File: config.mk
export PLATFORM = sky130hd
export DESIGN_NAME = cfgmux_i2c
export DESIGN_NICKNAME = d
export VERILOG_FILES = /design/src/rtl/cfgmux_pkg.sv /design/src/rtl/cfgmux_ctrl.sv /design/src/rtl/cfgmux_dp.sv /design/src/rtl/cfgmux_i2c.sv
export SDC_FILE = /design/constraint.sdc
export NUM_CORES = 1
export LEC_CHECK = 0
export ABC_CLOCK_PERIOD_IN_PS = 2000
export CORE_MARGIN = 2
export CORE_UTILIZATION = 35
export CTS_BUF_LIST = sky130_fd_sc_hd__clkbuf_8 sky130_fd_sc_hd__clkbuf_16
export CTS_CLUSTER_DIAMETER = 40
export DETAILED_ROUTE_END_ITERATION = 8
export PLACE_DENSITY_LB_ADDON = 0.25
export SLEW_MARGIN = 5
export SYNTH_ARGS = -nofsm -noshare
export SYNTH_HDL_FRONTEND = slang
export SYNTH_SLANG_ARGS = --single-unit
File: constraint.sdc
create_clock -name clk -period 2 [get_ports clk]
set_clock_uncertainty 0.15 [all_clocks]
set_input_delay 0.4 -clock clk [delete_from_list [all_inputs] [get_ports clk]]
set_output_delay 0.4 -clock clk [all_outputs]
set_load 0.01 [all_outputs]
File: src/rtl/cfgmux_pkg.sv
package cfgmux_pkg;

  localparam int BYTE_W = 8;

  typedef enum logic [3:0] {
    ST_IDLE,
    ST_ADDR,
    ST_ADDR_END,
    ST_ADDR_ACK,
    ST_WDATA,
    ST_WEND,
    ST_WACK,
    ST_RDATA,
    ST_SKIP
  } busState_t;

  // strobes from serial control to the configuration datapath
  typedef struct packed {
    logic wrEn;
  } ctrlStrobe_t;

endpackage

File: src/rtl/cfgmux_ctrl.sv
module cfgmux_ctrl
  import cfgmux_pkg::*;
#(
  parameter int           SYNC_STAGES = 2,
  parameter logic [4:0]   ADDR_HI     = 5'b10011,
  parameter int           REG_W       = 6
) (
  input  logic             clk,
  input  logic             rst_n,
  input  logic             sclIn,
  input  logic             sdaIn,
  input  logic [1:0]       strapAddr,
  input  logic [REG_W-1:0] regValue,
  output ctrlStrobe_t      strobe,
  output logic [REG_W-1:0] wrData,
  output logic             sdaPullLow
);

  localparam int CNT_W = $clog2(BYTE_W + 1);

  logic [SYNC_STAGES-1:0] sclChain, sdaChain;
  logic sclS, sdaS, sclPrev, sdaPrev;
  logic sclRise, sclFall, startDet, stopDet;

  busState_t state;
  logic [CNT_W-1:0] bitCnt;
  logic [BYTE_W-1:0] shiftQ, txQ, readByte;
  logic rwQ, wrPulse;

  // two-wire lines onto the system clock
  always_ff @(posedge clk or negedge rst_n) begin
    if (!rst_n) begin
      sclChain <= '1;
      sdaChain <= '1;
      sclPrev  <= 1'b1;
      sdaPrev  <= 1'b1;
    end else begin
      sclChain <= {sclChain[SYNC_STAGES-2:0], sclIn};
      sdaChain <= {sdaChain[SYNC_STAGES-2:0], sdaIn};
      sclPrev  <= sclS;
      sdaPrev  <= sdaS;
    end
  end

  assign sclS     = sclChain[SYNC_STAGES-1];
  assign sdaS     = sdaChain[SYNC_STAGES-1];
  assign sclRise  = sclS & ~sclPrev;
  assign sclFall  = ~sclS & sclPrev;
  assign startDet = sclS & sclPrev & sdaPrev & ~sdaS;
  assign stopDet  = sclS & sclPrev & ~sdaPrev & sdaS;

  assign readByte = {{(BYTE_W-REG_W){1'b0}}, regValue};

  always_ff @(posedge clk or negedge rst_n) begin
    if (!rst_n) begin
      state      <= ST_IDLE;
      bitCnt     <= '0;
      shiftQ     <= '0;
      txQ        <= '0;
      rwQ        <= 1'b0;
      wrPulse    <= 1'b0;
      sdaPullLow <= 1'b0;
    end else begin
      wrPulse <= 1'b0;
      if (startDet) begin
        state      <= ST_ADDR;
        bitCnt     <= '0;
        sdaPullLow <= 1'b0;
      end else if (stopDet) begin
        state      <= ST_IDLE;
        sdaPullLow <= 1'b0;
      end else begin
        unique case (state)
          ST_ADDR, ST_WDATA: begin
            if (sclRise) begin
              shiftQ <= {shiftQ[BYTE_W-2:0], sdaS};
              bitCnt <= bitCnt + 1'b1;
              if (bitCnt == CNT_W'(BYTE_W - 1))
                state <= (state == ST_ADDR) ? ST_ADDR_END : ST_WEND;
            end
          end
          ST_ADDR_END: begin
            if (sclFall) begin
              if (shiftQ[BYTE_W-1:1] == {ADDR_HI, strapAddr}) begin
                sdaPullLow <= 1'b1;
                rwQ        <= shiftQ[0];
                state      <= ST_ADDR_ACK;
              end else begin
                state <= ST_SKIP;
              end
            end
          end
          ST_ADDR_ACK: begin
            if (sclFall) begin
              bitCnt <= '0;
              if (rwQ) begin
                txQ        <= readByte;
                sdaPullLow <= ~readByte[BYTE_W-1];
                state      <= ST_RDATA;
              end else begin
                sdaPullLow <= 1'b0;
                state      <= ST_WDATA;
              end
            end
          end
          ST_WEND: begin
            if (sclFall) begin
              wrPulse    <= 1'b1;
              sdaPullLow <= 1'b1;
              state      <= ST_WACK;
            end
          end
          ST_WACK: begin
            if (sclFall) begin
              sdaPullLow <= 1'b0;
              state      <= ST_SKIP;
            end
          end
          ST_RDATA: begin
            if (sclRise) begin
              bitCnt <= bitCnt + 1'b1;
            end else if (sclFall) begin
              if (bitCnt == CNT_W'(BYTE_W)) begin
                sdaPullLow <= 1'b0;
                state      <= ST_SKIP;
              end else begin
                txQ        <= {txQ[BYTE_W-2:0], txQ[BYTE_W-1]};
                sdaPullLow <= ~txQ[BYTE_W-2];
              end
            end
          end
          default: ;
        endcase
      end
    end
  end

  assign strobe.wrEn = wrPulse;
  assign wrData      = shiftQ[REG_W-1:0];

  // SDA is only ever pulled low while the clock line is low
  a_r1_pull_while_low: assert property (@(posedge clk) disable iff (!rst_n)
    $rose(sdaPullLow) |-> !sclS);

  // an idle target leaves SDA released
  a_r1_idle_released: assert property (@(posedge clk) disable iff (!rst_n)
    (state == ST_IDLE) |-> !sdaPullLow);

  // one store pulse per transfer, never back to back
  a_r11_single_pulse: assert property (@(posedge clk) disable iff (!rst_n)
    strobe.wrEn |=> !strobe.wrEn);

  // a start condition never leads into a store
  a_r10_start_no_store: assert property (@(posedge clk) disable iff (!rst_n)
    startDet |=> !strobe.wrEn);

endmodule

File: src/rtl/cfgmux_dp.sv
module cfgmux_dp
  import cfgmux_pkg::*;
#(
  parameter int MUX_W = 5,
  parameter int REG_W = MUX_W + 1
) (
  input  logic             clk,
  input  logic             rst_n,
  input  ctrlStrobe_t      strobe,
  input  logic [REG_W-1:0] wrData,
  input  logic             writeProtect,
  input  logic             muxSel,
  input  logic             overrideN,
  input  logic [MUX_W-1:0] extIn,
  output logic [REG_W-1:0] regValue,
  output logic [MUX_W-1:0] muxOut,
  output logic             fixedOut
);

  logic [REG_W-1:0] regQ, regNext;
  logic heldQ, forceZero;

  always_comb begin
    regNext = regQ;
    if (strobe.wrEn && !writeProtect) regNext = wrData;
  end

  always_ff @(posedge clk or negedge rst_n) begin
    if (!rst_n) begin
      regQ  <= '0;
      heldQ <= 1'b0;
    end else begin
      regQ <= regNext;
      if (!muxSel) heldQ <= regNext[REG_W-1];
    end
  end

  assign regValue  = regQ;
  assign forceZero = !overrideN && !muxSel;

  for (genvar i = 0; i < MUX_W; i++) begin : g_sel
    assign muxOut[i] = forceZero ? 1'b0 : (muxSel ? extIn[i] : regQ[i]);
  end

  assign fixedOut = muxSel ? heldQ : (forceZero ? 1'b0 : regQ[REG_W-1]);

  // a protected store leaves the word untouched
  a_r4_protect_blocks: assert property (@(posedge clk) disable iff (!rst_n)
    (strobe.wrEn && writeProtect) |=> $stable(regQ));

  // the held output is frozen while select stays high
  a_r7_hold_stable: assert property (@(posedge clk) disable iff (!rst_n)
    (muxSel && $past(muxSel)) |-> (fixedOut == $past(fixedOut)));

  // with select high the selector follows the external inputs
  a_r9_select_ext: assert property (@(posedge clk) disable iff (!rst_n)
    muxSel |-> (muxOut == extIn));

  // override with select low clears every output
  a_r8_force_zero: assert property (@(posedge clk) disable iff (!rst_n)
    (!overrideN && !muxSel) |-> (muxOut == '0 && !fixedOut));

endmodule

File: src/rtl/cfgmux_i2c.sv
module cfgmux_i2c
  import cfgmux_pkg::*;
#(
  parameter int         MUX_W       = 5,
  parameter int         SYNC_STAGES = 2,
  parameter logic [4:0] ADDR_HI     = 5'b10011
) (
  input  logic             clk,
  input  logic             rst_n,
  input  logic             sclIn,
  input  logic             sdaIn,
  output logic             sdaPullLow,
  input  logic [1:0]       strapAddr,
  input  logic             writeProtect,
  input  logic             muxSel,
  input  logic             overrideN,
  input  logic [MUX_W-1:0] extIn,
  output logic [MUX_W-1:0] muxOut,
  output logic             fixedOut
);

  localparam int REG_W = MUX_W + 1;

  ctrlStrobe_t      strobe;
  logic [REG_W-1:0] wrData, regValue;

  cfgmux_ctrl #(
    .SYNC_STAGES(SYNC_STAGES),
    .ADDR_HI    (ADDR_HI),
    .REG_W      (REG_W)
  ) u_ctrl (
    .clk       (clk),
    .rst_n     (rst_n),
    .sclIn     (sclIn),
    .sdaIn     (sdaIn),
    .strapAddr (strapAddr),
    .regValue  (regValue),
    .strobe    (strobe),
    .wrData    (wrData),
    .sdaPullLow(sdaPullLow)
  );

  cfgmux_dp #(
    .MUX_W(MUX_W),
    .REG_W(REG_W)
  ) u_dp (
    .clk         (clk),
    .rst_n       (rst_n),
    .strobe      (strobe),
    .wrData      (wrData),
    .writeProtect(writeProtect),
    .muxSel      (muxSel),
    .overrideN   (overrideN),
    .extIn       (extIn),
    .regValue    (regValue),
    .muxOut      (muxOut),
    .fixedOut    (fixedOut)
  );

endmodule

Yosys cells after proc, flatten, opt, wreduce, memory -nomap -nowiden:

Cells that the tools add are included.

* output and inout bits: 7
* bits in registers: 40
* logic and storage cells: 129
* input port bits: 14

* reductions and logical operators: 17
* mux-type cells: 55
* add/sub/neg operators: 1
* eq/ne operators: 28
* bitwise logic cells: 14

Operators with widths (count)
* $mux 4: 16
* $mux 8: 5
* $ne 4x1->1 const B: 9
* $mux 1: 27
* $pmux 4 s6: 1
* $eq 4x3->1 const B: 5
* $pmux 8 s2: 1
* $reduce_and 8->1: 2
* $reduce_and 10->1: 1
* $eq 4x2->1 const B: 2
* $ne 2x1->1 const B: 4
* $pmux 4 s2: 1
* $reduce_and 4->1: 2
* $reduce_bool 8->1: 1
* $and 1x1->1: 7
* $eq 7x7->1: 1
* $not 1->1: 7
* $reduce_bool 7->1: 1
* $mux 6: 1
* $ne 3x1->1 const B: 2
* $pmux 1 s5: 1
* $reduce_and 5->1: 1
* $add 4x1->4 const B: 1
* $eq 4x1->1 const B: 1
* other kinds (11): 15

Depth between registers and ports, before layout:

* word-level depth: 7
* gate-level depth with buffers: 7

Cells and area by module:

A second synthesis with hierarchy kept.

* cells, all modules: 217
* area total of the unflattened synthesis: 2187.1 um^2

Modules (own cells, without submodules)
* cfgmux_ctrl: sequential area each 833.3 um^2, instances 1, area an instance 1793.0 um^2, cells an instance 180
* cfgmux_dp: sequential area each 175.2 um^2, instances 1, area an instance 394.1 um^2, cells an instance 37

Least setup slack after synthesis:

OpenSTA, ideal clock, no wires.

* path type: register -> register
* start: reg u_ctrl.sclChain[1]
* end: reg u_ctrl.state[0]
* path slack: 0.182 ns
* arrival: 1.541 ns
* cell stages (with the launch flop): 6
* required time: 1.722 ns
* setup time: 0.128 ns
* clock period less this slack: 1.818 ns
* path buffers: 1
* cell sequence: dfstp_2 -> buf_4 -> nor4b_2 -> and4bb_2 -> o32ai_2 -> mux2_1

* word-level cells in the longest chain between the ends: 5
* elaborated cells on any way between the ends: 21

Ends and longest elaborated chain
* from (decl): line cfgmux_ctrl.sv:21 `logic [SYNC_STAGES-1:0] sclChain, sdaChain;`
* from (signal assigned): line cfgmux_ctrl.sv:38 `sclChain <= {sclChain[SYNC_STAGES-2:0], sclIn};`
* $and 1x1->1: line cfgmux_ctrl.sv:49, cfgmux_ctrl.sv:50
* $and 1x1->1 (on tied branches) (2 in series): line cfgmux_ctrl.sv:50, cfgmux_ctrl.sv:49
* $ne 4x4->1 (no source line), or another cell as far along
* $reduce_and 10->1 (no source line) / $mux 4 (equally long branches)
* to (signal assigned): line cfgmux_ctrl.sv:79 `state <= (state == ST_ADDR) ? ST_ADDR_END : ST_WEND;`
* to (decl): line cfgmux_ctrl.sv:25 `busState_t state;`

Parallel ways exist; a longest one is shown, timed or not.
A chain may end at the register's enable or synchronous reset.

Worst setup path after layout:

* start: reg u_ctrl.state[1]
* end: reg u_ctrl.state[0]

* word-level cells in the longest chain between the ends: 7
* elaborated cells on any way between the ends: 25

Ends and longest elaborated chain
* $eq 4x1->1: line cfgmux_ctrl.sv:73, cfgmux_ctrl.sv:79
* $mux 3: line cfgmux_ctrl.sv:79
* $mux 4: line cfgmux_ctrl.sv:78 `if (bitCnt == CNT_W'(BYTE_W - 1))`
* $mux 4: line cfgmux_ctrl.sv:75 `if (sclRise) begin`
* $pmux 4 s6: line cfgmux_ctrl.sv:73 `unique case (state)`
* $mux 4: line cfgmux_ctrl.sv:69 `end else if (stopDet) begin`
* $mux 4: line cfgmux_ctrl.sv:65 `if (startDet) begin`

Parallel ways exist; a longest one is shown, timed or not. The select of a mux whose other input is x is not followed.

==> run_results.csv <==
group,metric,value,unit
sta,slew_headroom,72.3,%
logic_synthesis,synth_edf_count,0,
sta,setup_viol,0,
finish,layout.nets,264,
setup_path,cp.arrival,1.94,ns
clock_network,insertion_delay,0.30,ns
logic_synthesis,synth_xor_area_share,1.98,%
die,core.rowCount,28,
placed_design,port_buffers,20,
logic_synthesis,yosysMostFrequentCell,"dfrtp_1",
logic_synthesis,syn_nets,226,
logic_synthesis,synth-simple-area-share,22.0,%
drt,wl,4410,um
die,die_area,6980,um2
setup_path,crit_slowest_cell,"dfrtp_1",
setup_path,crit_required,2.03,ns
global_route,grt_pass1_vias,1563,
logic_synthesis,postSynth.asyncResetShare,100,%
pwr,p_leak,1.14,nW
logic_synthesis,yosys.area_share.adder,1.13,%
drt,drt-wirelength-per-cell,13.6,um
sta,fin_crit,1.91,ns
global_route,grt.overflow.total,0,
setup_path,path_delay_family,"simple AND/OR/NAND/NOR gates",
setup_path,ff2ff_setup_slack,0.09,ns
clock_network,path_clk_slew,0.08,ns
drt,drc,0,
logic_synthesis,synth_commonest_cells,"34 x dfrtp_1, 33 x nand2_1, 14 x mux2_2",
logic_synthesis,synth_top_cell_by_area,"dfrtp_1",
logic_synthesis,syn_area_per_cell,10.6,um2
finish,syn2layout_area_growth,21.8,%
setup_path,cp_max_fo,9,
setup_path,critPathMaxStageDelay,0.53,ns
pwr,power_per_cell_area,1130,nW/um2
worst_hold_path,min_path_type,"flop to flop",
placed_design,dpl_cell_area,2570,um2
finish,instances_no_fill,324,
setup_path,cp.buffers_inverters,0,
die,die_y,83.6,um
job,drv_cap,0,
finish,fin_area,2700,um2
placed_design,placedCellCount,314,
clock_network,htreeDepth,2,
logic_synthesis,synth_area,2220,um2
die,initial_core_util,36.8,%
global_route,grtUsageTotal,13.6,%
setup_path,startpoint_type,"flop",
logic_synthesis,yosysUniqueCellTypes,57,
logic_synthesis,synth_warnings,0,
clock_network,numCtsBuffers,5,
clock_network,cts-root-buf,"clkbuf_8",
drt,postRouteAntennaNets,0,
sta,fin_crit_sh,95.6,%
pwr,vdd_ir_drop_max,0.572,mV
logic_synthesis,synth_seq_cells,40,
die,core_area,6030,um2
sta,fin_hold_ws,0.208,ns
status,status,"finished clean",
pwr,power.total,0.00304,W
sta,max_freq,523,MHz
drt,via_per_inst,4.97,
placed_design,gp_congestion,0.883,
clock_network,clock_path_buffers,2,
sta,maxSlewViolCount,0,
logic_synthesis,yosysSeqAreaShare,45.5,%
drt,first_iter_violations,58,
finish,drive_gt1_share,27.3,%
global_route,grt_pass1_wl,7800,um
die,io-pin-count,21,
logic_synthesis,synth_top_area_share,38.4,%
finish,diodes,0,
sta,worst_pin_slew,0.415,ns
die,die_w,83.6,um
global_route,antenna_found_initial,0,
setup_path,path_cells,"nor4b_2 > and4bb_2 > o32ai_2 > mux2_1",
logic_synthesis,synth_top_family_by_area,"simple AND/OR/NAND/NOR gates",
logic_synthesis,yosys-mux-area-fraction,9.54,%
finish,nFillCells,607,
clock_network,clkSinkCount,40,
setup_path,cp-end-kind,"flop",
logic_synthesis,synth_compound_area_share,14.2,%
drt,vias,1611,
global_route,grt_max_degree,18,
sta,rsz0062_at_grt,"false",
sta,finalHoldViolCount,0,
logic_synthesis,synthFlopType,"dfrtp_1",
placed_design,place_hpwl,3360,um
clock_network,cts_tree,"yes",
setup_path,critPathKind,"flop to flop",
drt,dr.pass1.iters,4,
logic_synthesis,synthTopCellsByArea,"dfrtp_1 38%, dfstp_2 7.1%, mux2_2 7.1%",
logic_synthesis,syn_inst,210,
[placed cells by master, fill, tap and decap left out, drive strengths merged, types with 2 or more instances in the layout]
cell           count
dfrtp             34
nand2             33
buf               23
mux2              17
o21ai             16
nor2              11
clkdlybuf4s50     11
dlygate4sd2        8
inv                7
a31oi              6
nand3              6
dfstp              6
nand2b             6
xnor2              5
clkbuf             5
a21oi              3
or2                3
o32ai              3
and4b              2
nor4b              2
nand4b             2
and3b              2
nor3b              2
a211oi             2
nor2b              2
mux2i              2
o22a               2
ha                 2
nor4               2
a21boi             2
o211ai             2
nor3               2
a221oi             2
[final timing paths]
check,from,to,cells past startpoint
worst max-delay path,u_ctrl.state[1],u_ctrl.state[0],4
min in group asynchronous,rst_n,u_ctrl.rwQ,2
worst max register to register,u_ctrl.state[1],u_ctrl.state[0],4
max in group asynchronous,rst_n,u_ctrl.state[2],3
worst min-delay path,u_ctrl.sclChain[0],u_ctrl.sclChain[1],0
worst min register to register,u_ctrl.sclChain[0],u_ctrl.sclChain[1],0
[state kept, by name (all words and copies together) (netlist names)]
register	cells
u_ctrl.sdaPrev	1
u_dp.heldQ	1
u_ctrl.shiftQ	8
u_dp.regValue	6
u_ctrl.sdaPullLow	1
u_ctrl.sdaChain	2
u_ctrl.rwQ	1
u_ctrl.bitCnt	4
u_ctrl.state	4
u_ctrl.strobe	1
u_ctrl.txQ	8
u_ctrl.sclChain	2
u_ctrl.sclPrev	1
[area by class of cell]
type | instances | area (um2) | share of cell area (%)
flip-flops and latches | 40 | 1010 | 37.4
clock buffers | 5 | 68.8 | 2.55
repair buffers | 43 | 373 | 13.8
clock inverters | 3 | 46.3 | 1.72
well taps | 75 | 93.8 | 3.48
multi-input cells | 152 | 1080 | 40.1
inverters | 6 | 25.0 | 0.927
[per-layer routing]
layer	vias to the layer above	track usage, %	routed length, um
met1	766	19.6	2280
met2	18	20.4	1970
met3	4	3.26	113
met5	-	0	0
met4	0	3.96	43
li1	823	-	-
[through the flow]
step / util, % / worst slack [ns] / TNS (ns)
final: 44.8 / 0.0885 / 0
after global routing: 44.8 / 0.0337 / 0
after CTS: 44.6 / 0.0929 / 0
after detailed placement: 42.7 / -0.359 / -2.61
after global placement: 42.7 / -0.326 / -2.44
after floorplan: - / 0.182 / 0
[logic make-up after synthesis]
group,after synthesis
XOR/XNOR,5
AND/OR/NAND/NOR,82
AO/OA/AOI/OAI,44
multiplexers,19
flip-flops,40
buffers and inverters,18
adder cells (fa/ha/maj),2
[what timing repair did]
| item | in CTS | in global routing |
|---|---|---|
| pin swaps | 0 | 1 |
| setup buffers | 0 | 1 |
| hold buffers | 1 | 0 |
| setup endpoints to repair | 6 | 3 |
| gates resized for setup | 8 | 1 |
| endpoints found under the hold margin | 9 | 0 |
[report_power, final]
group          internal [W]  total (W)  switching, W
clock network      0.000376   0.000683      0.000307
logic              0.000606    0.00108      0.000476
registers           0.00104    0.00128      0.000241
(Power assumes the default switching activity.)
